## config.mk

```make
export PLATFORM = sky130hd
export DESIGN_NAME = wp_unit
export DESIGN_NICKNAME = d
export VERILOG_FILES = /design/src/rtl/wp_pkg.sv /design/src/rtl/wp_coarse.sv /design/src/rtl/wp_fine.sv /design/src/rtl/wp_irq_latch.sv /design/src/rtl/wp_unit.sv
export SDC_FILE = /design/constraint.sdc
export NUM_CORES = 1
export LEC_CHECK = 0
export BUFFER_PORTS_ARGS = -buffer_cell sky130_fd_sc_hd__buf_2
export CORE_AREA = 2 2 47 49
export DETAILED_ROUTE_END_ITERATION = 7
export DIE_AREA = 0 0 49 51
export HOLD_SLACK_MARGIN = 0.05
export PLACE_DENSITY = 0.92
export SETUP_SLACK_MARGIN = 0.02
export SLEW_MARGIN = 20
export SYNTH_ARGS = -nofsm -noshare
export SYNTH_HDL_FRONTEND = slang
export SYNTH_SLANG_ARGS = --single-unit
```

## constraint.sdc

```tcl
create_clock -name clk -period 5.5 [get_ports clk]
set_clock_uncertainty 0.1 [all_clocks]
set_input_delay 0.55 -clock clk [delete_from_list [all_inputs] [get_ports clk]]
set_output_delay 0.55 -clock clk [all_outputs]
set_load 0.05 [all_outputs]
```

## src/rtl/wp_pkg.sv

```systemverilog
package wp_pkg;

   // Priority level presented with every write-protect request
   localparam int unsigned IRQ_LEVEL_W = 2;
   localparam logic [IRQ_LEVEL_W-1:0] IRQ_LEVEL = 2'd3;

   // Enforcement scope selected by configuration
   typedef enum logic {
      ENF_ALL_MODES = 1'b0,
      ENF_USER_ONLY = 1'b1
   } enforce_scope_e;

   // Privilege of the current access
   typedef enum logic {
      PRIV_SYSTEM = 1'b0,
      PRIV_USER   = 1'b1
   } priv_e;

   // Decide whether protection applies to an access of given privilege
   function automatic logic scope_applies(enforce_scope_e scope, priv_e priv);
      logic r;
      case (scope)
         ENF_USER_ONLY: r = (priv == PRIV_USER);
         default:       r = 1'b1;
      endcase
      return r;
   endfunction

endpackage

```

## src/rtl/wp_coarse.sv

```systemverilog
module wp_coarse #(
   parameter int unsigned BLK_W = 4,
   parameter int unsigned NBLK  = 16
) (
   input  logic [BLK_W-1:0] blk_idx,
   input  logic [NBLK-1:0]  blk_mask,
   output logic             hit
);

   localparam int unsigned FULL_SPAN = 1 << BLK_W;

   if (NBLK > FULL_SPAN) begin : g_bad
      $error("wp_coarse: NBLK exceeds the index range");
   end

   if (NBLK == FULL_SPAN) begin : g_full
      // Every index value names a real block
      always_comb hit = blk_mask[blk_idx];
   end else begin : g_partial
      // Indices beyond the populated blocks are never protected
      always_comb begin
         hit = 1'b0;
         for (int b = 0; b < int'(NBLK); b++) begin
            if (int'(blk_idx) == b) hit = blk_mask[b];
         end
      end
   end

endmodule

```

## src/rtl/wp_fine.sv

```systemverilog
module wp_fine #(
   parameter int unsigned BLK_W = 4,
   parameter int unsigned SUB_W = 4
) (
   input  logic [BLK_W-1:0]      blk_idx,
   input  logic [SUB_W-1:0]      sub_idx,
   input  logic [BLK_W-1:0]      sel,
   input  logic [(1<<SUB_W)-1:0] sub_mask,
   output logic                  hit
);

   localparam int unsigned NSUB = 1 << SUB_W;

   if (SUB_W == 0) begin : g_bad
      $error("wp_fine: SUB_W must be at least 1");
   end

   logic in_region;
   logic sub_bit;

   always_comb begin
      in_region = (blk_idx == sel);
      sub_bit   = sub_mask[sub_idx];
      hit       = in_region & sub_bit;
   end

   // NSUB documents the mask size
   if (NSUB < 2) begin : g_bad_nsub
      $error("wp_fine: at least two sub-blocks are required");
   end

endmodule

```

## src/rtl/wp_irq_latch.sv

```systemverilog
module wp_irq_latch (
   input  logic clk,
   input  logic rst_n,
   input  logic viol_i,
   input  logic ack_i,
   output logic req_o
);

   always_ff @(posedge clk) begin
      if (!rst_n) begin
         req_o <= 1'b0;
      end else if (viol_i) begin
         // a new violation wins over a simultaneous acknowledge
         req_o <= 1'b1;
      end else if (ack_i) begin
         req_o <= 1'b0;
      end
   end

   a_r8_req_after_violation: assert property (@(posedge clk) disable iff (!rst_n)
      viol_i |=> req_o);

   a_r9_hold_until_ack: assert property (@(posedge clk) disable iff (!rst_n)
      (req_o && !ack_i) |=> req_o);

   a_r9_ack_clears: assert property (@(posedge clk) disable iff (!rst_n)
      (ack_i && !viol_i) |=> !req_o);

   a_r10_collision_keeps_req: assert property (@(posedge clk) disable iff (!rst_n)
      (ack_i && viol_i && req_o) |=> req_o);

   a_r1_no_spurious_rise: assert property (@(posedge clk) disable iff (!rst_n)
      $rose(req_o) |-> $past(viol_i));

endmodule

```

## src/rtl/wp_unit.sv

```systemverilog
module wp_unit
   import wp_pkg::*;
#(
   parameter int unsigned ADDR_W   = 20,
   parameter int unsigned BLK_W    = 4,
   parameter int unsigned SUB_W    = 4,
   parameter int unsigned NUM_FINE = 2,
   localparam int unsigned NBLK    = 1 << BLK_W,
   localparam int unsigned NSUB    = 1 << SUB_W
) (
   input  logic                          clk,
   input  logic                          rst_n,
   input  logic [ADDR_W-1:0]             wr_addr,
   input  logic                          wr_stb,
   input  logic                          user_mode,
   input  logic                          cfg_user_only,
   input  logic [NBLK-1:0]               cfg_blk_mask,
   input  logic [NUM_FINE*BLK_W-1:0]     cfg_fine_sel,
   input  logic [NUM_FINE*NSUB-1:0]      cfg_fine_mask,
   input  logic                          irq_ack,
   output logic                          wr_inhibit,
   output logic                          irq_req,
   output logic [IRQ_LEVEL_W-1:0]        irq_level
);

   localparam int unsigned BLK_SHIFT = ADDR_W - BLK_W;
   localparam int unsigned SUB_SHIFT = BLK_SHIFT - SUB_W;

   if (ADDR_W <= BLK_W + SUB_W) begin : g_bad_addr
      $error("wp_unit: address too narrow for block and sub-block fields");
   end
   if (NUM_FINE == 0) begin : g_bad_fine
      $error("wp_unit: at least one refined region is required");
   end

   logic [BLK_W-1:0]    blk_idx;
   logic [SUB_W-1:0]    sub_idx;
   logic                coarse_hit;
   logic [NUM_FINE-1:0] fine_hit;
   logic                enforce;
   logic                violation;

   assign blk_idx = BLK_W'(wr_addr >> BLK_SHIFT);
   assign sub_idx = SUB_W'(wr_addr >> SUB_SHIFT);

   wp_coarse #(
      .BLK_W (BLK_W),
      .NBLK  (NBLK)
   ) u_coarse (
      .blk_idx  (blk_idx),
      .blk_mask (cfg_blk_mask),
      .hit      (coarse_hit)
   );

   for (genvar k = 0; k < NUM_FINE; k++) begin : g_fine
      wp_fine #(
         .BLK_W (BLK_W),
         .SUB_W (SUB_W)
      ) u_fine (
         .blk_idx  (blk_idx),
         .sub_idx  (sub_idx),
         .sel      (cfg_fine_sel[k*BLK_W +: BLK_W]),
         .sub_mask (cfg_fine_mask[k*NSUB +: NSUB]),
         .hit      (fine_hit[k])
      );

      a_r5_fine_outside_region: assert property (@(posedge clk) disable iff (!rst_n)
         (blk_idx != cfg_fine_sel[k*BLK_W +: BLK_W]) |-> !fine_hit[k]);
   end

   always_comb begin
      enforce    = scope_applies(enforce_scope_e'(cfg_user_only), priv_e'(user_mode));
      violation  = wr_stb & enforce & (coarse_hit | (|fine_hit));
      wr_inhibit = violation;
   end

   wp_irq_latch u_irq (
      .clk    (clk),
      .rst_n  (rst_n),
      .viol_i (violation),
      .ack_i  (irq_ack),
      .req_o  (irq_req)
   );

   assign irq_level = IRQ_LEVEL;

   a_r2_read_never_blocked: assert property (@(posedge clk) disable iff (!rst_n)
      !wr_stb |-> !wr_inhibit);

   a_r7_system_exempt: assert property (@(posedge clk) disable iff (!rst_n)
      (cfg_user_only && !user_mode) |-> !wr_inhibit);

   a_r3_coarse_blocks: assert property (@(posedge clk) disable iff (!rst_n)
      (wr_stb && !cfg_user_only && coarse_hit) |-> wr_inhibit);

   a_r8_inhibit_raises_req: assert property (@(posedge clk) disable iff (!rst_n)
      wr_inhibit |=> irq_req);

endmodule

```

# --- Yosys cells after proc, flatten, opt, wreduce, memory -nomap -nowiden ---
# Index checks and enable logic that the tools add are counted.
classes:
  eq_ne: 2
  muxes: 9
  n_reduce_logical: 2
  magnitude_cmp: 2
  n_bitwise: 5
op_table:
  columns: ["cell", "n"]
  rows:
  - ["binary-select mux 1 bit (select 4 bit)", 3]
  - ["less-than comparator 4 x 5 -> 1 bit, second input constant", 2]
  - ["equality test 4 bit", 2]
  - ["2-to-1 mux 1 bit", 6]
  - ["AND 1 bit", 4]
  - ["nonzero test 2 bit", 1]
  - ["OR reduction 2 bit", 1]
  - ["OR 1 bit", 1]
totals:
  wordCells: 21
  out_inout_bits: 4
  input_bits: 82
  reg_bits: 1

# --- Depth between registers and ports, before layout ---
# Gate-level depths: netlist (run 1).
depth:
  depth_word: 7
  ltp_mapped: 7
  ltp_nobuf: 5

# --- Hierarchy ---
# A second synthesis (run 1) with hierarchy kept.
unflattened:
  hier_cells: 55
  hier_area_um2: 579.3
by_module_without_submodules:
  columns: ["mod", "cells_each", "instances", "area_per_inst_um2"]
  rows:
  - ["wp_fine", 20, 2, 183.9]
  - ["wp_coarse", 7, 1, 135.1]
  - ["wp_irq_latch", 3, 1, 41.3]
  - ["wp_unit", 5, 1, 35.0]

# --- Worst setup path before layout (run 1) ---
# No wires, ideal clock.
synth_path:
  kind: "input to output"
  start: "input wr_addr[12]"
  end: "output wr_inhibit"
  path_buffers: 2
  t_required_ns: 4.850
  path_slack_ns: 2.571
  t_arrival_ns: 2.279
  path_stages: 7
  cell_sequence: "buf_2 -> buf_4 -> mux2i_1 -> a22o_1 -> nor4_1 -> nor2_1 -> a21oi_1"
synth_via:
  elab_chain_len: 6
synth_lines:
  columns: ["element", "line", "source"]
  rows:
  - ["start, declared", "wp_unit.sv:13", "input logic [ADDR_W-1:0] wr_addr,"]
  - ["binary-select mux 1 bit (select 4 bit)", "wp_fine.sv:23", "sub_bit = sub_mask[sub_idx];"]
  - ["2-to-1 mux 1 bit (not written as such)", "wp_fine.sv:23", null]
  - ["AND 1 bit", "wp_fine.sv:24", "hit = in_region & sub_bit;"]
  - ["OR reduction 2 bit *", "wp_unit.sv:73", "violation = wr_stb & enforce & (coarse_hit | (|fine_hit));"]
  - ["OR 1 bit *", "wp_unit.sv:73", null]
  - ["AND 1 bit *", "wp_unit.sv:73", null]
  - ["end, declared", "wp_unit.sv:21", "output logic wr_inhibit,"]
# Every way passes the cells marked *; elsewhere a longest branch is shown, timed or not. The select of a mux whose other input is x is not followed.

# --- Worst setup path after layout (run 1) ---
layout_path:
  start: "input wr_addr[16]"
  end: "output wr_inhibit"
layout_via:
  elab_chain_len: 5
layout_lines:
  columns: ["element", "line"]
  rows:
  - ["branches (longest 3 deep; another with binary-select mux 1 bit (select 4 bit))", null]
  - ["OR 1 bit *", "wp_unit.sv:73"]
  - ["AND 1 bit *", "wp_unit.sv:73"]
# Mark *: on every way between the ends. The select of a mux whose other input is x is not followed.

==> results of run 1 <==
layout make-up:
type / count / area, um2
multi-input combinational: 60 / 553
tap: 28 / 35.0
inverter: 3 / 11.3
timing repair buffer: 71 / 355
sequential: 1 / 20.0
fill: 225 / 1090
synth_stat cells, types with 2 or more instances:
cell type,count
o21ai_0,3
nand4_1,2
nor2b_1,4
buf_2,2
a211oi_1,2
nand2b_1,3
inv_1,3
nor2_1,2
buf_4,3
xnor2_1,8
nor4_1,2
a21oi_1,3
mux4_2,2
mux4_1,3
mux2_2,6
mux2i_1,7
clkbuf_1,2
tightest hold or removal path, cell delays in order, from the launching register on:
cell and delay, ns:
dfxtp_1 0.29, nand2b_1 0.08, a221oi_1 0.08
worst max-delay path by stage:
stage,from,to,slack [ns],cells past startpoint
6_report,wr_addr[16],wr_inhibit,2.51,6
5_1_grt,wr_addr[16],wr_inhibit,2.42,6
4_1_cts,wr_addr[16],wr_inhibit,2.49,6
3_5_place_dp,wr_addr[16],wr_inhibit,2.49,6
3_3_place_gp,wr_addr[16],wr_inhibit,2.51,6
2_1_floorplan,wr_addr[12],wr_inhibit,2.57,7
power by group:
| part | internal, mW | switching (mW) |
|---|---|---|
| combinational | 0.0397 | 0.0319 |
| sequential | 0.00799 | 0.000300 |
| clock | 0 | 0 |
routing by layer:
layer	up-vias	wire (um)
li1	403	-
met5	-	0
met3	0	187
met1	346	627
met2	49	1000
met4	0	0
logic make-up (layout without fill, tap and decap cells):
family                 count (synthesis)  after routing  synth area share [%]
multiplexers                          18             18                  41.4
AO/OA/AOI/OAI                         16             16                  18.6
AND/OR/NAND/NOR                       16             16                  15.2
buffers and inverters                 11             74                  9.90
XOR/XNOR                               8              8                  11.1
other                                  1              2                 0.593
flip-flops                             1              1                  3.17
stage by stage:
step                hold slack, ns  cells
floorplan                    0.568     72
global placement             0.399    163
detailed placement           0.422    163
CTS                          0.422    163
global route                 0.444    163
finish                       0.418    163
==> impl_metrics.env, run 1 <==
export IMPL_dr_pass1_iters=3
export IMPL_slew_violations=0
export IMPL_cap_viol_max_count=0
export IMPL_crit_path_start_kind="input port"
export IMPL_crit_fanout=6
export IMPL_clk_pin_slew_ns=0
export IMPL_final_common_cell="buf_2"
export IMPL_ys_warn_count=0
export IMPL_synth_top_area_share_pct=12.5
export IMPL_postSynthAreaPerCell_um2=8.90
export IMPL_setup_slack_ns=2.51
export IMPL_min_to="u_irq.req_o$_SDFFE_PN0P_"
export IMPL_row_count=17
export IMPL_ir_worst_vdd_uv=37.0
export IMPL_crit_type="input port to output pin"
export IMPL_clk_latency_ns=0
export IMPL_wire_per_inst_um=11.1
export IMPL_cp_cell_sequence="buf_2, mux4_1, mux4_2, a211oi_2, a21oi_1, buf_2"
export IMPL_area_growth_pct=54.3
export IMPL_required_ns=4.85
export IMPL_gp_routability_congestion=0.724
export IMPL_period_minus_slack_ns=2.99
export IMPL_grt_max_degree=18
export IMPL_grt_pass1_vias=709
export IMPL_cpPeakStageDelay_ns=0.57
export IMPL_power_total_mw=0.0799
export IMPL_hold_start="u_irq.req_o$_SDFFE_PN0P_"
export IMPL_dp_hpwl_mm=1.68
export IMPL_start_util_pct=30.6
export IMPL_post_cts_buffers=0
export IMPL_placed_area_um2=975
export IMPL_tightest_slew_ns=0.505
export IMPL_grt_pass1_wl_mm=2.79
export IMPL_die_area_um2=2500
export IMPL_final_cell_mix="71 x buf_2, 8 x xnor2_1, 7 x mux2i_1, 6 x mux2_2, 4 x nor2b_1"
export IMPL_met2_usage_pct=30.8
export IMPL_io_pins=86
export IMPL_setup_viol=0
export IMPL_ys_seq_area_share_pct=3.17
export IMPL_grt_overflow=0
export IMPL_worstHoldPathCells=2
export IMPL_largest_reg_flops=1
export IMPL_final_area_um2=975
export IMPL_drc=0
export IMPL_r2r_start="u_irq.req_o$_SDFFE_PN0P_"
export IMPL_critical_path_endpoint_type="output pin"
export IMPL_yosysTopAreaCell="mux4_1"
export IMPL_p_leak_nw=0.484
export IMPL_reg2reg_to="u_irq.req_o$_SDFFE_PN0P_"
export IMPL_maxSlewHeadroom_pct=65.4
export IMPL_track_usage_pct=13.7
export IMPL_fin_crit_sh_pct=54.3
export IMPL_antenna_left=0
export IMPL_reg2reg_depth=3
export IMPL_powerDensity_nw_per_um2=81.9
export IMPL_cts_hold_buf=0
export IMPL_worst_path_dominant_cell_family="multiplexers"
export IMPL_regMostFlops="u_irq.req_o"
export IMPL_antenna_cells=0
export IMPL_grt_util_met1_pct=13.9
export IMPL_path_buf_inv=2
export IMPL_vias=798
export IMPL_utilization_pct=47.2
export IMPL_ff2ff_setup_slack_ns=4.52
export IMPL_worst_ep_arrival_time_ns=2.34
export IMPL_final_hold_viol_count=0
export IMPL_postSynthCellCount=71
export IMPL_die_w_um=49
export IMPL_hp_class="flip-flop to flip-flop"
export IMPL_tns_ns=0
export IMPL_use_met3_pct=1.75
export IMPL_grt_setup_unrepaired="false"
export IMPL_grt_busiest_layer="met2"
export IMPL_reg_largest_list="u_irq.req_o (1)"
export IMPL_nets=219
export IMPL_core_area_um2=2060
export IMPL_drive_above_1_share_pct=59.3
export IMPL_synthArstFlopShare_pct=0
export IMPL_viasPerCell=4.90
export IMPL_dp_slack_ns=2.49
export IMPL_ys_ff_latch=1
export IMPL_grt_antenna_before_repair=0
export IMPL_status="finished, final reports clean"
export IMPL_crit_top_cell="buf_2"
export IMPL_postCtsResizedCells=0
export IMPL_die_y_um=51
export IMPL_crit_slowest_cell="mux4_1"
export IMPL_max_freq_ghz=0.335
export IMPL_synth_enable_flop_cells=0
export IMPL_drt_total_wl_mm=1.82
export IMPL_synth_cell_types=31
export IMPL_yosys_most_used_dff="dfxtp_1"
export IMPL_io_buffers=71
export IMPL_syn_area_um2=632
export IMPL_drt_iter0_drc=2
export IMPL_yosys_top_cells_area="mux4_1 12%, mux2i_1 11%, xnor2_1 11%, mux2_2 11%, mux4_2 7.1%"
Note: power is estimated with default switching activity, not from simulation.
==> inputs of run 2 (changes only) <==
CORE_AREA = 2 2 65 42   (was 2 2 47 49)
DIE_AREA = 0 0 67 44   (was 0 0 49 51)
PLACE_DENSITY = 0.84   (was 0.92)
clock period = 2.65 ns   (was 5.5 ns; I/O delays follow)
==> impl_metrics.env, run 2 (synthesis results as in run 1) <==
export IMPL_status="finished, final reports clean"
export IMPL_reg_largest_list="u_irq.req_o (1)"
export IMPL_nets=219
export IMPL_dp_hpwl_mm=1.84
export IMPL_grt_antenna_before_repair=0
export IMPL_track_usage_pct=13.0
export IMPL_powerDensity_nw_per_um2=172
export IMPL_wire_per_inst_um=12.2
export IMPL_grt_pass1_wl_mm=2.99
export IMPL_min_to="u_irq.req_o$_SDFFE_PN0P_"
export IMPL_antenna_left=0
export IMPL_final_area_um2=980
export IMPL_grt_pass1_vias=733
export IMPL_die_y_um=44
export IMPL_drc=0
export IMPL_drt_total_wl_mm=2.04
export IMPL_reg2reg_to="u_irq.req_o$_SDFFE_PN0P_"
export IMPL_hp_class="flip-flop to flip-flop"
export IMPL_placed_area_um2=980
export IMPL_clk_latency_ns=0
export IMPL_drt_iter0_drc=9
export IMPL_die_area_um2=2950
export IMPL_critical_path_endpoint_type="output pin"
export IMPL_fin_crit_sh_pct=91.4
export IMPL_start_util_pct=26.5
export IMPL_grt_overflow=0
export IMPL_crit_type="input port to output pin"
export IMPL_crit_fanout=6
export IMPL_die_w_um=67
export IMPL_required_ns=2.29
export IMPL_max_freq_ghz=0.413
export IMPL_regMostFlops="u_irq.req_o"
export IMPL_cpPeakStageDelay_ns=0.58
export IMPL_grt_setup_unrepaired="false"
export IMPL_reg2reg_depth=3
export IMPL_largest_reg_flops=1
export IMPL_gp_routability_congestion=0.702
export IMPL_fill_cells=258
export IMPL_dr_pass1_iters=4
export IMPL_worst_ep_arrival_time_ns=2.06
export IMPL_tns_ns=0
export IMPL_drive_above_1_share_pct=59.3
export IMPL_ff2ff_setup_slack_ns=1.70
export IMPL_clk_pin_slew_ns=0
export IMPL_final_cell_mix="71 x buf_2, 8 x xnor2_1, 7 x mux2i_1, 6 x mux2_2, 4 x nor2b_1"
export IMPL_viasPerCell=4.92
export IMPL_period_minus_slack_ns=2.42
export IMPL_route_met3_wl_um=211
export IMPL_io_buffers=71
export IMPL_wl_met1_um=758
export IMPL_routed_top_layer="met3"
export IMPL_crit_path_start_kind="input port"
export IMPL_worstHoldPathCells=2
export IMPL_wl_met2_mm=1.07
export IMPL_slew_violations=0
export IMPL_final_hold_viol_count=0
export IMPL_p_leak_nw=0.484
export IMPL_cap_viol_max_count=0
export IMPL_final_common_cell="buf_2"
export IMPL_antenna_cells=0
export IMPL_power_total_mw=0.168
export IMPL_hold_start="u_irq.req_o$_SDFFE_PN0P_"
export IMPL_ir_worst_vdd_uv=56.2
export IMPL_io_pins=86
export IMPL_postCtsResizedCells=0
export IMPL_cp_cell_sequence="buf_2, mux4_1, mux4_2, a211oi_2, a21oi_1, buf_2"
export IMPL_vias=822
export IMPL_row_count=14
export IMPL_core_area_um2=2380
export IMPL_setup_viol=0
export IMPL_crit_slowest_cell="mux4_1"
export IMPL_instances_no_fill=167
export IMPL_crit_top_cell="buf_2"
export IMPL_post_cts_buffers=0
export IMPL_cts_hold_buf=0
export IMPL_r2r_start="u_irq.req_o$_SDFFE_PN0P_"
export IMPL_dp_cells=167
export IMPL_area_growth_pct=55.0
export IMPL_grt_max_degree=18
## run 2: cell counts in the layout (fill, tap and decap cells not counted)
No cell type changed its count.
## run 2: metal layers
metal / up-vias / track usage [%]
li1: 402 / -
met1: 373 / 14.7
met2: 47 / 27.3
met3: 0 / 1.56
met4: 0 / 0.408
met5: - / 0
## run 2: stage by stage
stage / worst slack, ns / utilization (%) / hold slack [ns]
after global placement: 0.230 / 41.1 / 0.398
final: 0.229 / 41.1 / 0.395
after CTS: 0.205 / 41.1 / 0.400
after floorplan: 0.291 / - / 0.283
after global routing: 0.150 / 41.1 / 0.432
after detailed placement: 0.205 / 41.1 / 0.400
## run 2: area by class of cell
cell class	count	area (um2)	area share [%]
multi-input cells	60	553	56.4
repair buffers	71	355	36.3
well taps	32	40.0	4.09
flip-flops and latches	1	20.0	2.04
inverters	3	11.3	1.15
## run 2: how the worst max path moves through the flow
| stage | start | to | slack (ns) | depth (start not counted) |
|---|---|---|---|---|
| 2_1_floorplan | wr_addr[12] | wr_inhibit | 0.29 | 7 |
| 3_3_place_gp | wr_addr[16] | wr_inhibit | 0.23 | 6 |
| 3_5_place_dp | wr_addr[16] | wr_inhibit | 0.21 | 6 |
| 4_1_cts | wr_addr[16] | wr_inhibit | 0.20 | 6 |
| 5_1_grt | wr_addr[16] | wr_inhibit | 0.15 | 6 |
| 6_report | wr_addr[16] | wr_inhibit | 0.23 | 6 |
## run 2: critical path, delay by kind of cell
kind                   cells  cell delay (ns)
AOI/OAI and AO/OA          2             0.33
buffers and inverters      2             0.39
muxes                      2             1.06
## run 2: power breakdown
part	switching [mW]	total (mW)	internal (mW)
Combinational	0.0688	0.151	0.0826
Clock	0	0	0
Sequential	0.000457	0.0170	0.0166
